<file path="config.mk">
export PLATFORM = sky130hd
export DESIGN_NAME = cmd_frame_enc
export DESIGN_NICKNAME = d
export VERILOG_FILES = /design/src/rtl/cmd_frame_enc.sv
export SDC_FILE = /design/constraint.sdc
export NUM_CORES = 1
export LEC_CHECK = 0
export BUFFER_PORTS_ARGS = -buffer_cell sky130_fd_sc_hd__buf_2
export CAP_MARGIN = 20
export CORE_ASPECT_RATIO = 1.25
export CORE_UTILIZATION = 30
export DETAILED_ROUTE_END_ITERATION = 12
export GPL_ROUTABILITY_DRIVEN = 0
export SYNTH_ARGS = -nofsm -noshare
export SYNTH_HDL_FRONTEND = slang
export SYNTH_SLANG_ARGS = --single-unit
</file>
<file path="constraint.sdc">
create_clock -name clk -period 16 [get_ports clk]
set_clock_uncertainty 0.2 [all_clocks]
set_input_delay 0 -clock clk [delete_from_list [all_inputs] [get_ports clk]]
set_output_delay 0 -clock clk [all_outputs]
set_load 0.005 [all_outputs]
</file>
<file path="src/rtl/cmd_frame_enc.sv">
module cmd_frame_enc (
  input  logic        clk,
  input  logic        rst_n,
  input  logic        req_valid,
  output logic        req_ready,
  input  logic [1:0]  req_id,
  input  logic [20:0] req_addr,
  input  logic [1:0]  req_size,
  input  logic        req_write,
  input  logic [31:0] req_wdata,
  input  logic        rsp_valid,
  input  logic        rsp_crc_err,
  input  logic [1:0]  rsp_tag,
  output logic        ser_data,
  output logic        ser_valid,
  output logic        frame_done,
  output logic [6:0]  frame_len
);

  localparam int FW = 64;

  logic          busy;
  logic [FW-1:0] sh;
  logic [6:0]    left;
  logic [6:0]    flen;
  logic          last_vld;
  logic [1:0]    last_id;
  logic [20:0]   last_a;
  logic          pend_vld;
  logic [1:0]    pend_id;
  logic [20:0]   pend_a;

  wire        accept   = req_valid && !busy;
  wire [20:0] word_a   = {req_addr[20:2], 2'b00};
  wire [21:0] diff     = {1'b0, req_addr} - {1'b0, last_a};
  wire        id_hit   = last_vld && (last_id == req_id);
  wire        use_same = id_hit && (last_a == word_a);
  wire        use_rel  = id_hit && !use_same &&
                         ((diff[21:8] == 14'h0000) || (diff[21:8] == 14'h3fff));
  wire        ds       = (req_size != 2'b00);
  wire [2:0]  nbytes   = (req_size == 2'b00) ? 3'd1 : (req_size == 2'b01) ? 3'd2 : 3'd4;

  logic [20:0]   fld;
  logic [FW-1:0] m;
  logic [6:0]    n;
  logic [3:0]    crc;
  logic          fb;

  always_comb begin
    fld = use_same ? {19'b0, req_addr[1:0]} : use_rel ? {12'b0, diff[8:0]} : req_addr;
    if (ds)          fld[0]   = 1'b0;
    if (req_size[1]) fld[1:0] = 2'b01;

    m = {62'b0, req_id};
    n = 7'd2;
    if (use_same) begin
      m = {m[61:0], 2'b11};
      n = n + 7'd2;
    end else begin
      m = {m[60:0], 2'b10, use_rel};
      n = n + 7'd3;
    end
    m = {m[62:0], !req_write};
    n = n + 7'd1;
    if (use_same) begin
      m = {m[61:0], fld[1:0]};
      n = n + 7'd2;
    end else if (use_rel) begin
      m = {m[54:0], fld[8:0]};
      n = n + 7'd9;
    end else begin
      m = {m[42:0], fld};
      n = n + 7'd21;
    end
    m = {m[62:0], ds};
    n = n + 7'd1;
    for (int b = 0; b < 4; b++) begin
      if (req_write && (b < int'(nbytes))) begin
        m = {m[55:0], req_wdata[8*b +: 8]};
        n = n + 7'd8;
      end
    end

    crc = 4'b0111;
    fb  = 1'b0;
    for (int i = 59; i >= 0; i--) begin
      if (i < int'(n)) begin
        fb  = crc[3] ^ m[i];
        crc = {crc[2:0], 1'b0} ^ {1'b0, fb, fb, fb};
      end
    end
    m = {m[59:0], crc};
    n = n + 7'd4;
  end

  wire [FW-1:0] m_al = m << (7'd64 - n);

  always_ff @(posedge clk or negedge rst_n) begin
    if (!rst_n) begin
      busy     <= 1'b0;
      sh       <= '0;
      left     <= '0;
      flen     <= '0;
      last_vld <= 1'b0;
      last_id  <= '0;
      last_a   <= '0;
      pend_vld <= 1'b0;
      pend_id  <= '0;
      pend_a   <= '0;
    end else begin
      if (rsp_valid && pend_vld) begin
        pend_vld <= 1'b0;
        if (rsp_crc_err || (rsp_tag != 2'b00)) begin
          last_vld <= 1'b0;
        end else begin
          last_vld <= 1'b1;
          last_id  <= pend_id;
          last_a   <= pend_a;
        end
      end
      if (accept) begin
        pend_vld <= 1'b1;
        pend_id  <= req_id;
        pend_a   <= word_a;
        sh       <= m_al;
        left     <= n;
        flen     <= n;
        busy     <= 1'b1;
      end else if (busy) begin
        sh   <= {sh[FW-2:0], 1'b0};
        left <= left - 7'd1;
        if (left == 7'd1) busy <= 1'b0;
      end
    end
  end

  assign req_ready  = !busy;
  assign ser_valid  = busy;
  assign ser_data   = busy & sh[FW-1];
  assign frame_done = busy && (left == 7'd1);
  assign frame_len  = flen;


  end_gap_chk: assert property (@(posedge clk) disable iff (!rst_n)
    frame_done |=> !ser_valid);


  burst_cont_chk: assert property (@(posedge clk) disable iff (!rst_n)
    (ser_valid && !frame_done) |=> (ser_valid && $stable(frame_len)));


  start_src_chk: assert property (@(posedge clk) disable iff (!rst_n)
    $rose(ser_valid) |-> $past(req_valid));


  len_range_chk: assert property (@(posedge clk) disable iff (!rst_n)
    ser_valid |-> (frame_len >= 7'd12 && frame_len <= 7'd64));


  bad_rsp_inval_chk: assert property (@(posedge clk) disable iff (!rst_n)
    (rsp_valid && pend_vld && (rsp_crc_err || rsp_tag != 2'b00)) |=> !last_vld);

endmodule

</file>
Word level (Yosys, flattened, before mapping)
Cells that the tools add are included.

Output and inout port bits: 11. ROM bits: 0. Memories kept: 0. Input port bits: 65. Register bits after elaboration: 123. Logic and storage cells: 327. Bits in latches: 0. Bits in writable memories: 0.

Muxes and demuxes: 90. Magnitude comparators: 64. Divide/modulo/power cells: 0. Bitwise operators: 121. Add/subtract/negate cells: 13. Shift-type cells: 1. Eq/ne operators: 5. Reductions and logical operators: 23. $mul: 0.

Operators by type and width (number): 4-bit 2-to-1 mux (60); 60-bit 2-to-1 mux (4); 4-bit by 3-bit bitwise XOR with 4-bit output (59); 6-bit by 7-bit less-than comparator with 1-bit output, first input constant (28); 64-bit 2-to-1 mux (2); 5-bit by 7-bit less-than comparator with 1-bit output, first input constant (16); 64-bit by 7-bit << shifter with 64-bit output (1); 1-bit bitwise XOR (59); 4-bit by 7-bit less-than comparator with 1-bit output, first input constant (8); 7-bit 2-to-1 mux (8); 27-bit 2-to-1 mux (2); 21-bit 2-to-1 mux (2); 7-bit by 4-bit adder with 7-bit output, second input constant (5); 3-bit by 7-bit less-than comparator with 1-bit output, first input constant (4); 21-bit by 21-bit subtractor with 22-bit output (1); 19-bit == test (1); 7-bit by 1-bit adder with 7-bit output, second input constant (2); 14-bit == test, second input constant (1); 14-bit logical NOT (1); 1-bit by 7-bit less-than comparator with 1-bit output, first input constant (2); 2-bit by 7-bit less-than comparator with 1-bit output, first input constant (2); 1-bit logical AND (11); 1-bit 2-to-1 mux (8); 2-bit nonzero test (4); other kinds (20) (26).

Logic depth before layout (Yosys ltp)
Word-level depth: 198. Depth in mapped cells: 58. Mapped depth without buffers: 51.

Worst setup path before layout
OpenSTA, ideal clock, no wires.

Kind: register -> register. Start: register last_a[8]. End: register sh[62]. Path buffers: 4. Required time: 15.723 ns. Slack: 3.251 ns. Setup time: 0.077 ns. Period minus slack after synthesis: 12.749 ns. Stages on the path, launching flop included: 53. Arrival: 12.472 ns. Cell sequence: dfrtp_1 -> inv_1 -> ha_1 -> a21oi_2 -> o211ai_1 -> o211a_2 -> or4_1 -> nand4b_1 -> nor4_2 -> a41oi_1 -> o22a_1 -> clkbuf_1 -> clkbuf_1 -> buf_1 -> clkbuf_1 -> a21oi_1 -> ha_1 -> a21oi_1 -> [17 not listed] -> a2111oi_2 -> a211o_2 -> nor4_1 -> or4_1 -> a21oi_2 -> xnor2_1 -> mux2_4 -> xnor2_4 -> xnor2_1 -> nand2_1 -> xnor2_1 -> xor3_1 -> a211oi_4 -> xnor3_1 -> o21ai_1 -> mux4_2 -> a211o_1 -> o21ai_1.

Longest elaborated chain between the ends: 168. Elaborated cells between the ends (all ways): 279. Those cells by class: add/sub (12); order compare (60); eq/ne (2); shift (1); mux (79); bitwise (119); reduce/logical (6).

RTL lines: from (decl) (RTL line 28) `logic [20:0] last_a;`; from (signal assigned) (RTL line 118) `last_a <= pend_a;`; 19-bit == test (RTL line 37) `wire use_same = id_hit && (last_a == word_a);`; 1-bit logical AND (RTL line 37); 1-bit 2-to-1 mux / 1-bit logical NOT (equally long branches) (RTL line 56, 38); 7-bit by 1-bit adder with 7-bit output / 1-bit logical AND (equally long branches) (RTL line 64, 38); 7-bit by 5-bit adder with 7-bit output, or another cell as far along (RTL line 73) `n = n + 7'd21;`; 7-bit 2-to-1 mux (RTL line 68) `end else if (use_rel) begin`; 7-bit 2-to-1 mux (RTL line 65) `if (use_same) begin`; 7-bit by 1-bit adder with 7-bit output (RTL line 76) `n = n + 7'd1;`; [152 not listed]; 4-bit 2-to-1 mux (RTL line 87) `if (i < int'(n)) begin`; 4-bit by 3-bit bitwise XOR with 4-bit output (RTL line 89) `crc = {crc[2:0], 1'b0} ^ {1'b0, fb, fb, fb};`; 4-bit 2-to-1 mux (RTL line 87); 1-bit bitwise XOR (RTL line 88) `fb = crc[3] ^ m[i];`; 4-bit by 3-bit bitwise XOR with 4-bit output (RTL line 89); 4-bit 2-to-1 mux (RTL line 87); 64-bit by 7-bit << shifter with 64-bit output (*) (RTL line 96) `wire [FW-1:0] m_al = m << (7'd64 - n);`; 64-bit 2-to-1 mux (*) (RTL line 121) `if (accept) begin`; to (signal assigned) (RTL line 125) `sh <= m_al;`; to (signal assigned) (RTL line 130) `sh <= {sh[FW-2:0], 1'b0};`; to (decl) (RTL line 23) `logic [FW-1:0] sh;`.

Every way passes the cells marked *; elsewhere a longest branch is shown, timed or not. A chain may end at the register's enable or synchronous reset.

Worst setup path in the final report
Start: input req_addr[2]. End: register sh[62].

Longest elaborated chain between the ends: 168. Elaborated cells between the ends (all ways): 279. Those cells by class: add/sub (12); order compare (60); eq/ne (2); shift (1); mux (79); bitwise (119); reduce/logical (6).

RTL lines: from (decl) (RTL line 7) `input logic [20:0] req_addr,`; 19-bit == test (RTL line 37); 1-bit logical AND (RTL line 37); 1-bit 2-to-1 mux / 1-bit logical NOT (equally long branches) (RTL line 56, 38); 7-bit by 1-bit adder with 7-bit output / 1-bit logical AND (equally long branches) (RTL line 64, 38); 7-bit by 5-bit adder with 7-bit output, or another cell as far along (RTL line 73); 7-bit 2-to-1 mux (RTL line 68); 7-bit 2-to-1 mux (RTL line 65); 7-bit by 1-bit adder with 7-bit output (RTL line 76); [152 not listed]; 4-bit 2-to-1 mux (RTL line 87); 4-bit by 3-bit bitwise XOR with 4-bit output (RTL line 89); 4-bit 2-to-1 mux (RTL line 87); 1-bit bitwise XOR (RTL line 88); 4-bit by 3-bit bitwise XOR with 4-bit output (RTL line 89); 4-bit 2-to-1 mux (RTL line 87); 64-bit by 7-bit << shifter with 64-bit output (*) (RTL line 96); 64-bit 2-to-1 mux (*) (RTL line 121).

Marked as above.

==> impl_metrics.toml <==
[timing]
timing.final.crit_period_ns = 14.14
finalHoldViolations = 0
finalMaxSlewViolations = 0
worst_pin_slew_ns = 1.11
report.final.setup_viol = 0
final_worst_path_period_share_pct = 88.4
totalNegativeSetupSlack_ns = 0
fin_worst_hold_slack_ns = 0.0357
maxSlewHeadroom_pct = 25.4
rsz0062_at_grt = "false"
fmaxAchievable_mhz = 70.7

[clock_network]
insertion_delay_ns = 0.44
tritoncts = "built"
cts.reportedPaths.clkPinSlew_ns = 0.06
clock-root-buffer = "sky130_fd_sc_hd__clkbuf_16"
number_of_buffers_inserted_during_clock_tree_synthesis = 17
post_cts.resized_instances = 0
cts_num_sinks = 122
clock_tree.htree_level_count = 4
cts-root-to-sink-buffers = 2

[cells_and_area]
antennaDiodeCount = 0
most_used_cells_in_the_layout_excluding_fill_and_tap_cells = "249 x sky130_fd_sc_hd__nand2_1, 154 x sky130_fd_sc_hd__o21ai_0, 142 x sky130_fd_sc_hd__nor2_1"
commonest_non_fill_non_tap_cell_in_the_layout = "sky130_fd_sc_hd__nand2_1"
multi_input_comb_area_sq_um = 9480
final_nets = 1868
num-fill-cells = 4571
area_growth_pct = 13.4
ratio_of_cells_with_drive_above_1_in_the_final_layout_pct = 11.9
register_area_sq_um = 3050
layout.core_utilization_pct = 34.5
final_design_area_no_fill_sq_um = 14900
instances_no_fill = 2354

[setup_path]
crit_path_start_kind = "input pin"
reg2regPathDepth = 51
worstPathArrival_ns = 14.29
crit_path_start = "req_addr[2]"
criticalPathCategory = "in -> reg"
cp_max_fo = 60
reg2reg_setup_slack_ns = 1.88
timing.critical_path.required_ns = 16.15
worst_r2r_startpoint = "last_a[2]$_DFFE_PN0P_"
reg2reg_to = "sh[62]$_DFFE_PN0P_"
cp_slowest_cell = "sky130_fd_sc_hd__a41oi_1"
endpoint_kind = "flop"
timing.critical_path.slowest_cell_delay_ns = 0.64

[synthesis]
yosys.area_share.adder_pct = 2.63
synth_simple_gate_area_share_pct = 22.2
synth.avg_cell_area_sq_um = 7.47
post_syn_area_sq_um = 13100
async_reset_ff_share_pct = 100
synth_xor_xnor_area_share_pct = 10.4
synth.net_count = 1847
synth-seq-area-share_pct = 23.3
dominant_combinational_cell_family_by_area_after_synthesis = "compound AO/OA/AOI/OAI gates"
synth_cell_type_count = 99
count_of_state_elements_after_synthesis = 122
synth_enable_flop_cells = 0
synthCells = 1755
synth_flop_cell = "sky130_fd_sc_hd__dfrtp_1"
yosys-mux-area-fraction_pct = 6.46
yosys_warnings = 0
synth_compound_gate_area_share_pct = 30.1

[global_route]
total_gr_overflow = 0
largest_net_degree_at_the_start_of_global_routing = 83
grt_antenna_before_repair = 0
first_global_vias = 13700
grt_pass1_wl_um = 82700
gr-usage-all-layers_pct = 24.0

[floorplanning]
floorplan.die.width_um = 189
chipHeight_um = 236
initial_core_util_pct = 30.4
top_level_ports = 76
placement_row_count = 85
overall_die_area_sq_um = 44500
core-area_sq_um = 43100

[route]
routed_wirelength_um = 53700
detail_route.iter0.violations = 1841
drt_first_pass_iters = 9
drtAntennaViolNets = 0
vias = 14400
vias_per_cell = 6.12
detail_route.wl_per_cell_um = 22.8
route.detailed.drc = 0

[job]
drv_cap = 0

[status]
status = "complete, no violations"

[pwr]
power_density_nw_per_um2 = 198
power.sequential.fraction_pct = 16.5
p_leak_nw = 6.06
power.ir.vdd_worst_uv = 332
p_sw_mw = 1.39
clock_power_share_pct = 13.8
power.share.combinational_pct = 69.7
power.switching_fraction_pct = 47.3
power.internal_mw = 1.55

[place]
place.detailed.instances = 2295
dp_hpwl_um = 39400
dpl-instance-area_sq_um = 14000
numPortBuffers = 75

[worst_hold_path]
min_path_type = "in -> async"
power groups by stage:
stage / logic (mW) / registers (mW) / clock network (mW)
floorplan: 1.49 / 0.465 / 0
global placement: 1.97 / 0.485 / 0
detailed placement: 2.01 / 0.487 / 0
CTS: 2.02 / 0.483 / 0.408
global route: 2.21 / 0.497 / 0.422
finish: 2.05 / 0.486 / 0.406
synthesized netlist by cell type (all sizes together), types with 10 or more instances:
library cell  instances  share of area (%)
nor3                 40                1.5
o21a                 14               0.80
o211ai               26                1.5
nand4                21                1.0
nand3                56                2.2
o22ai                17               0.81
a31oi                24                1.3
a22oi                50                2.9
nor4                 22                1.1
ha                   26                2.5
and2                 16               0.76
dfrtp               122                 23
a21oi               126                5.0
o31ai                10               0.57
inv                  37                1.1
nand2               249                7.1
a21o                 16               0.92
a222oi               11               0.84
mux2                 32                2.8
clkbuf              113                3.2
a211oi               31                1.9
buf                  16               0.54
nor2                143                4.1
xor2                 39                2.6
mux2i                35                2.8
and3                 16               0.80
xnor2                90                6.3
nor2b                14               0.67
o21ai               181                6.9
nand2b               11               0.53
worst max-delay path by stage:
stage | to | slack, ns | cells after the start
6_report | sh[62]$_DFFE_PN0P_ | 1.86 | 54
5_1_grt | sh[62]$_DFFE_PN0P_ | 0.93 | 50
4_1_cts | sh[62]$_DFFE_PN0P_ | 2.05 | 54
3_5_place_dp | sh[62]$_DFFE_PN0P_ | 2.13 | 50
3_3_place_gp | sh[62]$_DFFE_PN0P_ | 2.61 | 50
2_1_floorplan | sh[62]$_DFFE_PN0P_ | 3.25 | 52
metrics by stage:
step | power (mW) | setup slack, ns
6_report | 2.95 | 1.86
5_1_grt | 3.13 | 0.925
4_1_cts | 2.91 | 2.05
3_3_place_gp | 2.45 | 2.61
2_1_floorplan | 1.96 | 3.25
3_5_place_dp | 2.50 | 2.13
sequential cells by signal, summed over array words and instances, names as in the netlist:
register / count
sh: 64
last_a: 19
pend_a: 19
left: 7
frame_len: 6
last_id: 2
pend_id: 2
last_vld: 1
pend_vld: 1
ser_valid: 1
worst max-delay path, delay by kind of cell:
kind | cells | cell delay, ns
multiplexers | 4 | 1.58
adder cells (fa/ha/maj) | 5 | 1.58
AO/OA/AOI/OAI | 22 | 5.68
buffers and inverters | 5 | 1.37
AND/OR/NAND/NOR | 11 | 1.81
XOR/XNOR | 7 | 2.25
metal layers:
| layer | share of wire (%) | GRT usage (%) | vias up |
|---|---|---|---|
| li1 | - | - | 6527 |
| met1 | 37 | 28.8 | 6809 |
| met2 | 47 | 39.3 | 858 |
| met3 | 9.2 | 4.84 | 205 |
| met4 | 6.7 | 14.6 | 0 |
| met5 | 0 | 0 | - |
final cells by class:
type / instances / area share, %
well taps: 565 / 4.76
multi-input cells: 1465 / 63.8
clock inverters: 14 / 1.16
repair buffers: 131 / 5.79
inverters: 39 / 0.985
clock buffers: 18 / 2.96
flip-flops and latches: 122 / 20.6
cell families after synthesis:
| family | Yosys count |
|---|---|
| AO/OA/AOI/OAI | 601 |
| XOR/XNOR | 138 |
| adder cells (fa/ha/maj) | 27 |
| buffers and inverters | 168 |
| flip-flops | 122 |
| multiplexers | 72 |
| AND/OR/NAND/NOR | 627 |
repair_timing:
action | in CTS | in global routing
endpoints found under the hold margin | 109 | 0
setup buffers | 0 | 0
hold buffers | 26 | 0
No activity file was read; power rests on OpenSTA's default activity.
